### src/rtl/spare_switch_ctrl.sv
module spare_switch_ctrl #(
  parameter int NPROC = 11,
  parameter int NPMEM = 17,
  parameter int NDMEM = 17,
  parameter int NTIME = 2,
  parameter int NIOC  = 2,
  parameter int CW    = 16,
  localparam int B1 = NPROC,
  localparam int B2 = B1 + NPMEM,
  localparam int B3 = B2 + NDMEM,
  localparam int B4 = B3 + NTIME,
  localparam int N  = B4 + NIOC,
  localparam int IW = $clog2(N)
) (
  input  logic          clk,
  input  logic          rst_n,
  input  logic          cfg_we,
  input  logic [N-1:0]  cfg_own,
  input  logic [N-1:0]  unit_ok,
  input  logic [CW-1:0] budget,
  input  logic          pri_req_vld,
  input  logic [IW-1:0] pri_req_unit,
  input  logic          pri_req_dst,
  input  logic          stby_req_vld,
  input  logic [IW-1:0] stby_req_unit,
  input  logic          stby_req_dst,
  output logic [N-1:0]  own_pri,
  output logic [N-1:0]  iso,
  output logic          diag_vld,
  output logic [IW-1:0] diag_unit,
  output logic          recov_pulse,
  output logic          degraded,
  output logic          timeout
);

  function automatic int utype(input int i);
    if (i < B1) return 0;
    if (i < B2) return 1;
    if (i < B3) return 2;
    if (i < B4) return 3;
    return 4;
  endfunction

  function automatic logic [N-1:0] home_split();
    logic [N-1:0] m;
    for (int i = 0; i < N; i++)
      m[i] = !((i + 1 == N) || (utype(i + 1) != utype(i)));
    return m;
  endfunction

  logic [N-1:0]  own_q, own_nx, iso_q, bad;
  logic [IW-1:0] f_idx, s_idx, sw_idx;
  logic          f_vld, s_vld, sw_vld, pend, idle, pri_ok, stby_ok;
  logic [CW-1:0] cnt;

  assign bad  = own_q & ~unit_ok;
  assign pend = |bad;
  assign idle = !pend && !sw_vld;

  always_comb begin
    f_vld = 1'b0;
    f_idx = '0;
    for (int i = N - 1; i >= 0; i--)
      if (bad[i]) begin
        f_vld = 1'b1;
        f_idx = IW'(i);
      end
  end

  always_comb begin
    s_vld = 1'b0;
    s_idx = '0;
    for (int j = N - 1; j >= 0; j--)
      if (!own_q[j] && unit_ok[j] && !iso_q[j] && utype(j) == utype(int'(f_idx))
          && !(sw_vld && int'(sw_idx) == j)) begin
        s_vld = 1'b1;
        s_idx = IW'(j);
      end
  end

  assign pri_ok = pri_req_vld && int'(pri_req_unit) < N && !iso_q[pri_req_unit]
                  && !(pri_req_dst && !unit_ok[pri_req_unit]);
  assign stby_ok = stby_req_vld && int'(stby_req_unit) < N && !iso_q[stby_req_unit]
                   && !own_q[stby_req_unit] && !(stby_req_dst && !unit_ok[stby_req_unit]);

  always_comb begin
    own_nx = own_q;
    if (cfg_we)
      own_nx = cfg_own;
    else if (f_vld) begin
      own_nx[f_idx] = 1'b0;
      if (s_vld) own_nx[s_idx] = 1'b1;
    end else if (idle) begin
      if (pri_ok)       own_nx[pri_req_unit]  = pri_req_dst;
      else if (stby_ok) own_nx[stby_req_unit] = stby_req_dst;
    end
  end

  always_ff @(posedge clk) begin
    if (!rst_n) begin
      own_q       <= home_split();
      iso_q       <= '0;
      sw_vld      <= 1'b0;
      sw_idx      <= '0;
      diag_vld    <= 1'b0;
      diag_unit   <= '0;
      recov_pulse <= 1'b0;
      degraded    <= 1'b0;
      timeout     <= 1'b0;
      cnt         <= '0;
    end else begin
      own_q       <= own_nx;
      recov_pulse <= (own_nx != own_q);
      sw_vld      <= !cfg_we && f_vld;
      sw_idx      <= f_idx;
      diag_vld    <= !cfg_we && sw_vld;
      diag_unit   <= sw_idx;
      if (cfg_we) begin
        iso_q    <= '0;
        degraded <= 1'b0;
        timeout  <= 1'b0;
        cnt      <= '0;
      end else begin
        if (sw_vld) iso_q[sw_idx] <= 1'b1;
        if (f_vld && !s_vld) degraded <= 1'b1;
        if (pend) begin
          if (cnt >= budget) timeout <= 1'b1;
          if (cnt != '1) cnt <= cnt + 1'b1;
        end else
          cnt <= '0;
      end
    end
  end

  assign own_pri = own_q;
  assign iso     = iso_q;


  iso_not_primary_chk: assert property (@(posedge clk) disable iff (!rst_n)
    (own_q & iso_q) == '0);


  diag_target_chk: assert property (@(posedge clk) disable iff (!rst_n)
    diag_vld |-> (iso_q[diag_unit] && !own_q[diag_unit]));


  swap_width_chk: assert property (@(posedge clk) disable iff (!rst_n)
    !cfg_we |=> $countones(own_q ^ $past(own_q)) <= 2);


  stby_no_steal_chk: assert property (@(posedge clk) disable iff (!rst_n)
    (stby_req_vld && !pri_req_vld && !cfg_we && int'(stby_req_unit) < N
     && own_q[stby_req_unit] && unit_ok[stby_req_unit]) |=> own_q[$past(stby_req_unit)]);


  degraded_sticky_chk: assert property (@(posedge clk) disable iff (!rst_n)
    (degraded && !cfg_we) |=> degraded);


  recov_change_chk: assert property (@(posedge clk) disable iff (!rst_n)
    recov_pulse |-> (own_q != $past(own_q)));

endmodule

### config.mk
export PLATFORM = sky130hd
export DESIGN_NAME = spare_switch_ctrl
export DESIGN_NICKNAME = d
export VERILOG_FILES = /design/src/rtl/spare_switch_ctrl.sv
export SDC_FILE = /design/constraint.sdc
export NUM_CORES = 1
export LEC_CHECK = 0
export CORE_UTILIZATION = 25
export CTS_CLUSTER_DIAMETER = 120
export DETAILED_ROUTE_END_ITERATION = 10
export PLACE_DENSITY = 0.48
export REMOVE_ABC_BUFFERS = 1
export SYNTH_ARGS = -nofsm -noshare
export SYNTH_HDL_FRONTEND = slang
export SYNTH_SLANG_ARGS = --single-unit
### constraint.sdc
create_clock -name clk -period 6.15 [get_ports clk]
set_clock_uncertainty 0.05 [all_clocks]
set_input_delay 0.615 -clock clk [delete_from_list [all_inputs] [get_ports clk]]
set_output_delay 0.615 -clock clk [all_outputs]
set_load 0.02 [all_outputs]
======== Yosys cells after proc, flatten, opt, wreduce, memory -nomap -nowiden ========
Index checks and enable logic that the tools add are counted.
cells by class
  bitwise operators ....................... 8
  reduce and logical (&&, ||, !) cells .... 427
  add/subtract/negate cells ............... 1
  shift operators ......................... 0
  multiply operators ...................... 0
  mux-type cells .......................... 241
  equality and inequality tests ........... 54
  order comparisons ....................... 17
  div/mod/pow operators ................... 0
operators by type and width
  cell                                                                                  count
  6-bit 2-to-1 mux                                                                      98
  49-bit 2-to-1 mux                                                                     6
  1-bit logical AND                                                                     263
  6-bit == test (second input constant)                                                 32
  32-bit 2-to-1 mux                                                                     6
  1-bit logical NOT                                                                     158
  1-bit 2-to-1 mux                                                                      119
  49-bit AND                                                                            2
  49-bit bitwise mux                                                                    2
  49-bit inverter                                                                       2
  49-bit OR                                                                             2
  3-bit by 32-bit == test with 1-bit output (first input constant)                      2
  6-bit by 5-bit == test with 1-bit output (second input constant)                      9
  49-bit inequality test                                                                1
  49-bit OR reduction                                                                   1
  6-bit by 7-bit < comparator with 1-bit output (second input constant)                 5
  2-bit by 32-bit == test with 1-bit output (first input constant)                      1
  4-bit by 32-bit == test with 1-bit output (first input constant)                      1
  32-bit logical NOT                                                                    1
  1-bit binary-select mux with 6-bit select                                             5
  1-bit demux with 6-bit select                                                         5
  6-bit by 1-bit greater-or-equal comparator with 1-bit output (second input constant)  5
  6-bit by 4-bit == test with 1-bit output (second input constant)                      4
  6-bit < comparator (second input constant)                                            4
  other kinds (12)                                                                      14
word-level totals
  output and inout bits ................... 108
  logic and storage cells ................. 758
  ROM bits ................................ 0
  bits in latches ......................... 0
  memories kept ........................... 0
  flip-flop bits (word level) ............. 131
  memory bits (writable) .................. 0

======== Depth between registers and ports, before layout ========
Gate-level depths: netlist of the first run.
  depth after elaboration ................. 124
  mapped depth ............................ 22
  gate-level depth less buffers ........... 17

======== Least setup slack after synthesis of the first run ========
OpenSTA, ideal clock, no wires.
  path type ............................... input-to-reg
  start ................................... input port pri_req_unit[0]
  end ..................................... register recov_pulse
  path slack .............................. 1.044 ns
  stages .................................. 18
  setup time .............................. 0.125 ns
  required time ........................... 5.975 ns
  data arrival time ....................... 4.931 ns
  path buffers ............................ 3
  cells stage by stage .................... buf_2 -> buf_2 -> mux2i_1 -> a2bb2oi_1 -> o221ai_1 -> a211o_1 -> nor2_1 -> clkbuf_1 -> nand2_1 -> nor2_1 -> nor4b_1 -> a2111oi_0 -> nand4b_1 -> or4_1 -> or4_1 -> nor4_1 -> nand3_1 -> o41a_1
on the way
  longest elaborated chain between the ends .. 11
  elaborated cells on any way between the ends .. 23
  classes of those cells .................. order compare (3); eq/ne (1); mux (11); reduce/logical (8)
ends and longest elaborated chain
  what                                                                                                   line  RTL
  start, declared                                                                                        22    input logic [IW-1:0] pri_req_unit,
  parallel branches: the longest is 6 deep, another holds 6-bit by 7-bit < comparator with 1-bit output  --
  49-bit 2-to-1 mux *                                                                                    94    if (pri_ok) own_nx[pri_req_unit] = pri_req_dst;
  49-bit 2-to-1 mux *                                                                                    93    end else if (idle) begin
  49-bit 2-to-1 mux *                                                                                    90    else if (f_vld) begin
  49-bit 2-to-1 mux *                                                                                    88    if (cfg_we)
  49-bit inequality test *                                                                               113   recov_pulse <= (own_nx != own_q);
  end signal, assigned                                                                                   113
  end, declared                                                                                          31    output logic recov_pulse,
Every way passes the cells marked *. The select of a mux whose other input is x is not followed.
A chain may end at the register's enable or synchronous reset.

======== Worst setup path in the final report of the first run ========
  start ................................... input port unit_ok[45]
  end ..................................... register recov_pulse
on the way
  longest elaborated chain between the ends .. 118
  elaborated cells on any way between the ends .. 353
  classes of those cells .................. order compare (8); eq/ne (5); mux (221); bitwise (5); reduce/logical (114)
ends and longest elaborated chain
  what                                     line  RTL
  start, declared                          19    input logic [N-1:0] unit_ok,
  49-bit inverter                          56    assign bad = own_q & ~unit_ok;
  49-bit AND                               56
  6-bit 2-to-1 mux (46 in series)          64    if (bad[i]) begin
  6-bit < comparator                       40    if (i < B4) return 3;
  1-bit 2-to-1 mux (2 in series)           40
  1-bit 2-to-1 mux                         39    if (i < B3) return 2;
  1-bit 2-to-1 mux                         38    if (i < B2) return 1;
  32-bit 2-to-1 mux                        41    return 4;
  [... 56 more ...]                        --
  1-bit logical AND (not written as such)  92    if (s_vld) own_nx[s_idx] = 1'b1;
  1-bit 2-to-1 mux (not written as such)   92
  1-bit demux with 6-bit select            92
  49-bit OR (no source line)               --
  49-bit 2-to-1 mux                        92
  49-bit 2-to-1 mux *                      90
  49-bit 2-to-1 mux *                      88
  49-bit inequality test *                 113
Mark *: on every way between the ends. The rest lies on a longest branch, timed or not. The select of a mux whose other input is x is not followed.

==> flow_summary.ini, run 1 <==
[grt]
grt_first_pass_wirelength_um = 203600
antenna_found_initial = 8
grt_pass1_vias = 23780
grt_max_degree = 51
grt_usage = 0.4619
grt-ovfl-total = 0

[min_path]
hp-class = reg -> reg
min-delay-start = degraded
worstHoldPathCells = 2
hold_end = degraded

[clock_tree]
cts_tree = done
cts_buffer_depth = 2
clk_latency_ns = 0.52
cts.sink_count = 131
clockRootBuffer = clkbuf_16
numCtsBuffers = 17
postCtsHoldBufs = 0
cts_max_level = 4
clkTransAtPathRegs_ns = 0.08

[pwr]
combPwrFrac = 0.471
clockPowerShare = 0.295
switching_power_w = 0.001880
p_int_w = 0.002163
switching_share = 0.4650
ir_worst_vdd_uv = 202.7
power_density_nw_per_um2 = 165.1
seqPwrFrac = 0.233
leakage_nw = 9.970
total_power_w = 0.004042

[yosys]
yosysSeqAreaShare = 0.1642
yosysTopAreaCell = dfxtp_1
synth_area_per_cell_um2 = 6.857
ys_types = 110
synth_most_common_cell = nor2_1
synth_edf_count = 0
netlist_area_um2 = 15970
async_flop_share = 0
synth-seq-cells = 131
netlist_top_cells_count = 240 x nor2_1, 232 x nand2_1, 146 x a21oi_1
synth_warnings = 0
ys_top_cells_by_area = dfxtp_1 16%, nor2_1 5.6%, nand2_1 5.5%
synth_top_cell_area_share = 0.1642
synthFlopType = dfxtp_1
synth_cells = 2329

[worst_setup_path]
cp.arrival_ns = 6.46
worstPathRequired_ns = 6.49
ff2ff_path_depth = 20
critical_path_peak_fanout = 33
regToRegSetupSlack_ns = 0.12
r2r-start = own_pri[10]
cp-start-kind = input pin
r2r_end = recov_pulse
cp-end-kind = flop
worstSetupPathType = in -> reg

[sta]
rsz0062_at_grt = no
slew_headroom = 0.1730
timing.fmax_mhz = 163.2
min_period_ns = 6.126
final_min_period_over_clock_period = 0.9961
worst_pin_slew_ns = 1.225
setup_viol = 0
slew_violations = 0
hold_viol = 0

[place]
port_buffers = 240
hpwlAfterDp_um = 125400
place_congestion = 1.101

[cells_and_area]
fin_util = 0.3882
areaGrowthSynthToFinish_pct = 53.34
final_nets = 3211
drive_gt1_frac = 0.2615

[floorplanning]
initial_core_util = 0.2532
ios = 241
fp.dieW_um = 254.7
row_count = 92
die_area_um2 = 64890
die_h_um = 254.7
coreArea_um2 = 63080

[detailed_routing]
drt_wl_total_um = 152600
first_pass_iters = 9
drtIter0Drc = 4194
wl_per_cell_um = 38.89
vias = 25620
viasPerCell = 6.528
drc = 0
ant_nets = 0

[job]
timing.max_cap.violations = 0

[run_status]
outcome = finished, final reports clean
[logic make-up (layout without fill, tap and decap cells)]
family,after synthesis,after routing,share of synthesized area
compound gates,786,786,0.3490
xor+xnor,27,27,0.01481
fa+ha+maj,17,17,0.01332
buf+inv,258,1003,0.06550
flops,131,131,0.1642
mux,64,64,0.04897
other cells,0,4,0
simple gates,1046,1046,0.3442
[worst max-delay path: stages]
cell,delay [ns]
clkdlybuf4s50_1,0.62
nand2b_1,0.21
o2111a_1,0.33
nand4_1,0.26
nor4_4,0.75
buf_4,0.57
o21ai_0,0.41
o21ai_0,0.32
or3_1,0.32
a41oi_1,0.14
a21oi_1,0.17
nand4_1,0.29
or4_1,0.62
or4_1,0.53
o41a_1,0.31
[layer usage]
| layer | wire (µm) | GRT usage | vias to the layer above |
|---|---|---|---|
| met4 | 9474 | 0.2448 | 10 |
| met2 | 60470 | 0.6502 | 2096 |
| li1 | - | - | 10410 |
| met5 | 60 | 0 | - |
| met3 | 20400 | 0.1678 | 425 |
| met1 | 62200 | 0.6070 | 12670 |
[metrics by stage]
| stage | setup TNS (ns) | instances | hold WS, ns | instance area, µm² | setup slack, ns |
|---|---|---|---|---|---|
| finish | 0 | 3924 | 0.4843 | 24490 | 0.02404 |
| global route | 0 | 3920 | 0.4894 | 24480 | 0.01644 |
| CTS | 0 | 3919 | 0.4814 | 24420 | 0.02112 |
| detailed placement | -0.5957 | 3884 | 0.4464 | 23760 | -0.5957 |
| global placement | -0.6435 | 3883 | 0.4356 | 23750 | -0.6435 |
| floorplan | -15.95 | 2142 | 0.4469 | 15190 | -2.925 |
[what timing repair did]
action,CTS,global route
endpoints found under the setup margin,1,1
pin swaps,1,7
buffers inserted,3,1
gates resized for setup,3,10
[cell type report]
cell class,instances,area [µm²]
Clock inverter,15,182.7
Antenna cell,4,10.01
Fill cell,6822,38590
Clock buffer,17,425.4
Multi-Input combinational cell,1940,12400
Tap cell,846,1059
Sequential cell,131,2624
Inverter,71,266.5
Timing Repair Buffer,900,7522
[flip-flops by register name, indices dropped and copies added (netlist names)]
| signal | count |
|---|---|
| iso | 49 |
| recov_pulse | 1 |
| sw_vld | 1 |
| sw_idx | 6 |
| own_pri | 49 |
| cnt | 16 |
| diag_vld | 1 |
| timeout | 1 |
| diag_unit | 6 |
| degraded | 1 |
[cell usage in the layout, fill, tap and decap left out, drive strengths merged, types with 18 or more instances in the layout]
cell           instances
inv                   80
xor2                  18
mux2i                 44
nand4                 49
o311ai                24
a221oi                33
buf                  667
and2                  24
o31ai                 21
nand3b                18
nor4                  32
a21o                  21
nor2b                 42
nor3                  69
o21ai                116
a21oi                147
o22ai                 30
nand2                233
nand2b                74
clkdlybuf4s50        232
a22oi                 18
and4                  19
dfxtp                131
a31oi                 81
nor2                 242
nand3                107
and3                  36
o211ai                47
a211oi                45
[power groups by stage]
stage	clock network, W	registers (W)	logic, W
6_report	0.00119	0.000944	0.00190
5_1_grt	0.00122	0.000941	0.00191
4_1_cts	0.00121	0.000940	0.00179
3_5_place_dp	0	0.000959	0.00178
3_3_place_gp	0	0.000960	0.00180
2_1_floorplan	0	0.000975	0.000567
[worst max path at each step]
stage / start / endpoint / slack (ns) / cells after the start
CTS: unit_ok[31] / recov_pulse / 0.02 / 16
finish: unit_ok[45] / recov_pulse / 0.02 / 15
global route: unit_ok[33] / recov_pulse / 0.02 / 19
detailed placement: unit_ok[2] / recov_pulse / -0.60 / 22
floorplan: unit_ok[26] / recov_pulse / -2.93 / 14
global placement: unit_ok[3] / recov_pulse / -0.64 / 21
Power figures use the tool's default switching activity.
==> run 2: changes to the inputs <==
--- a/config.mk
+++ b/config.mk
@@ -5,10 +5,11 @@
 export SDC_FILE = /design/constraint.sdc
 export NUM_CORES = 1
 export LEC_CHECK = 0
+export ABC_AREA = 1
 export CORE_UTILIZATION = 25
 export CTS_CLUSTER_DIAMETER = 120
 export DETAILED_ROUTE_END_ITERATION = 10
-export PLACE_DENSITY = 0.48
+export PLACE_DENSITY = 0.49
 export REMOVE_ABC_BUFFERS = 1
 export SYNTH_ARGS = -nofsm -noshare
 export SYNTH_HDL_FRONTEND = slang
==> flow_summary.ini, run 2 <==
[run_status]
outcome = complete, but fails checks
violations = setup timing

[yosys]
synth_cells = 2538
yosysTopAreaCell = dfxtp_1
yosysSeqAreaShare = 0.1916
netlist_top_cells_count = 689 x nand2_1, 389 x nor2_1, 284 x inv_1
ys_top_cells_by_area = dfxtp_1 19%, nand2_1 19%, nor2_1 11%
synth_warnings = 0
ys_types = 58
netlist_area_um2 = 13690
synth_area_per_cell_um2 = 5.393
synth_edf_count = 0
synth-seq-cells = 131
async_flop_share = 0
synth_most_common_cell = nand2_1
synth_top_cell_area_share = 0.1916
synthFlopType = dfxtp_1

[sta]
hold_viol = 0
rsz0062_at_grt = yes
min_period_ns = 7.333
final_min_period_over_clock_period = 1.192
worst_pin_slew_ns = 0.9714
setup_slack_ns = -1.183
slew_headroom = 0.3464
timing.fmax_mhz = 136.4
setup_viol = 43
tns_ns = -17.89
hold_ws_ns = 0.4330
slew_violations = 0

[job]
timing.max_cap.violations = 0

[grt]
grt_usage = 0.3461
antenna_found_initial = 3
grt_first_pass_wirelength_um = 138800
grt_pass1_vias = 20450
grt_max_degree = 53
grt-ovfl-total = 0

[clock_tree]
cts_tree = done
cts.sink_count = 131
cts_max_level = 4
clk_latency_ns = 0.52
clkTransAtPathRegs_ns = 0.07
numCtsBuffers = 17
postCtsHoldBufs = 0
clockRootBuffer = clkbuf_16
cts_buffer_depth = 2

[detailed_routing]
drt_wl_total_um = 98070
drc = 0
viasPerCell = 5.492
ant_nets = 0
vias = 21410
drtIter0Drc = 2676
wl_per_cell_um = 25.15
first_pass_iters = 6

[cells_and_area]
n_fill_cell = 5889
areaGrowthSynthToFinish_pct = 57.40
final_nets = 3337
final_common_cell = nand2_1
regArea_um2 = 2625
instances_no_fill = 3899
multiInputGateArea_um2 = 9791
fin_area_um2 = 21540
drive_gt1_frac = 0.2100
final_cell_mix = 642 x nand2_1, 456 x buf_4, 377 x nor2_1, 282 x inv_1, 232 x clkdlybuf4s50_1

[worst_setup_path]
cp-startpoint = unit_ok[40]
crit_top_cell = nand2_1
worstSetupPathType = in -> reg
crit_slowest_cell = clkdlybuf4s50_1
crit_end = recov_pulse
cp.arrival_ns = 7.64
slowest_delay_ns = 0.45
cp-start-kind = input pin
worstPathRequired_ns = 6.46
r2r_end = recov_pulse
cp-end-kind = flop
ff2ff_path_depth = 109
critical_path_peak_fanout = 5
r2r-start = own_pri[47]
regToRegSetupSlack_ns = -1.14

[pwr]
seqPwrFrac = 0.259
p_int_w = 0.002090
switching_power_w = 0.001406
total_power_w = 0.003496
switching_share = 0.4021
clockPowerShare = 0.333
leakage_nw = 9.751
combPwrFrac = 0.408
power_density_nw_per_um2 = 162.3
ir_worst_vdd_uv = 227.3

[floorplanning]
die_h_um = 236.0
row_count = 85
fp.dieW_um = 236.0
initial_core_util = 0.2538
die_area_um2 = 55690
ios = 241
coreArea_um2 = 53920

[min_path]
hp-class = reg -> reg
min-delay-start = sw_idx[1]

[place]
placed_cell_area_um2 = 20030
hpwlAfterDp_um = 77410
dp_cells = 3816
port_buffers = 240
place_congestion = 1.084
[run 2: changes by cell type after synthesis, sizes merged, moves of 73 or more]
cell,delta
nand2,+466
inv,+223
nor2,+151
nand2b,-74
o22ai,+74
a31oi,-73
[run 2: worst min path at each step]
stage | endpoint | slack [ns] | cells past startpoint
after global placement | diag_unit[1] | 0.42 | 2
after CTS | diag_unit[1] | 0.43 | 2
after detailed placement | timeout | 0.42 | 2
after floorplan | diag_unit[0] | 0.40 | 2
after global routing | diag_unit[1] | 0.46 | 2
final | diag_unit[1] | 0.43 | 2
[run 2: logic make-up after synthesis]
kind of cell             Yosys count  synth area share
flip-flops                       131            0.1916
AND/OR/NAND/NOR                 1407            0.4318
buffers and inverters            421            0.1223
XOR/XNOR                          11          0.007040
adder cells (fa/ha/maj)           17           0.01554
AO/OA/AOI/OAI                    551            0.2317
[run 2: power groups by stage]
stage               clock network, W  registers (W)  logic [W]
CTS                          0.00120       0.000904    0.00138
finish                       0.00116       0.000904    0.00143
global route                 0.00123       0.000906    0.00150
global placement                   0       0.000923    0.00128
floorplan                          0       0.000967   0.000468
detailed placement                 0       0.000923    0.00128
[run 2: cell type report]
cell class	count	area share
inverters	307	0.05372
diodes	3	0.0003485
well taps	696	0.04042
flip-flops and latches	131	0.1218
multi-input cells	1986	0.4545
clock inverters	14	0.008596
repair buffers	744	0.3002
clock buffers	18	0.02039
[run 2: per-stage QoR]
step / utilization / worst slack (ns)
floorplan: - / -3.170
global placement: 0.3714 / -2.126
detailed placement: 0.3715 / -2.057
CTS: 0.3979 / -1.047
global route: 0.3994 / -2.085
finish: 0.3995 / -1.183
[run 2: what timing repair did]
item / CTS / global route
setup endpoints to repair: 43 / 44
resized for setup: 124 / 26
pin swaps: 37 / 21
setup buffers: 49 / 1
[run 2: worst max-delay path, delay by kind of cell]
family | cells | cell delay (ns)
buffers and inverters | 6 | 1.01
AO/OA/AOI/OAI | 1 | 0.20
AND/OR/NAND/NOR | 97 | 5.82
[run 2: metal layers]
metal	global-route usage	vias up	routed length (µm)
met3	0.07326	321	9229
met1	0.4283	9969	39260
li1	-	9742	-
met5	0	-	0
met2	0.5356	1380	41980
met4	0.2395	0	7604
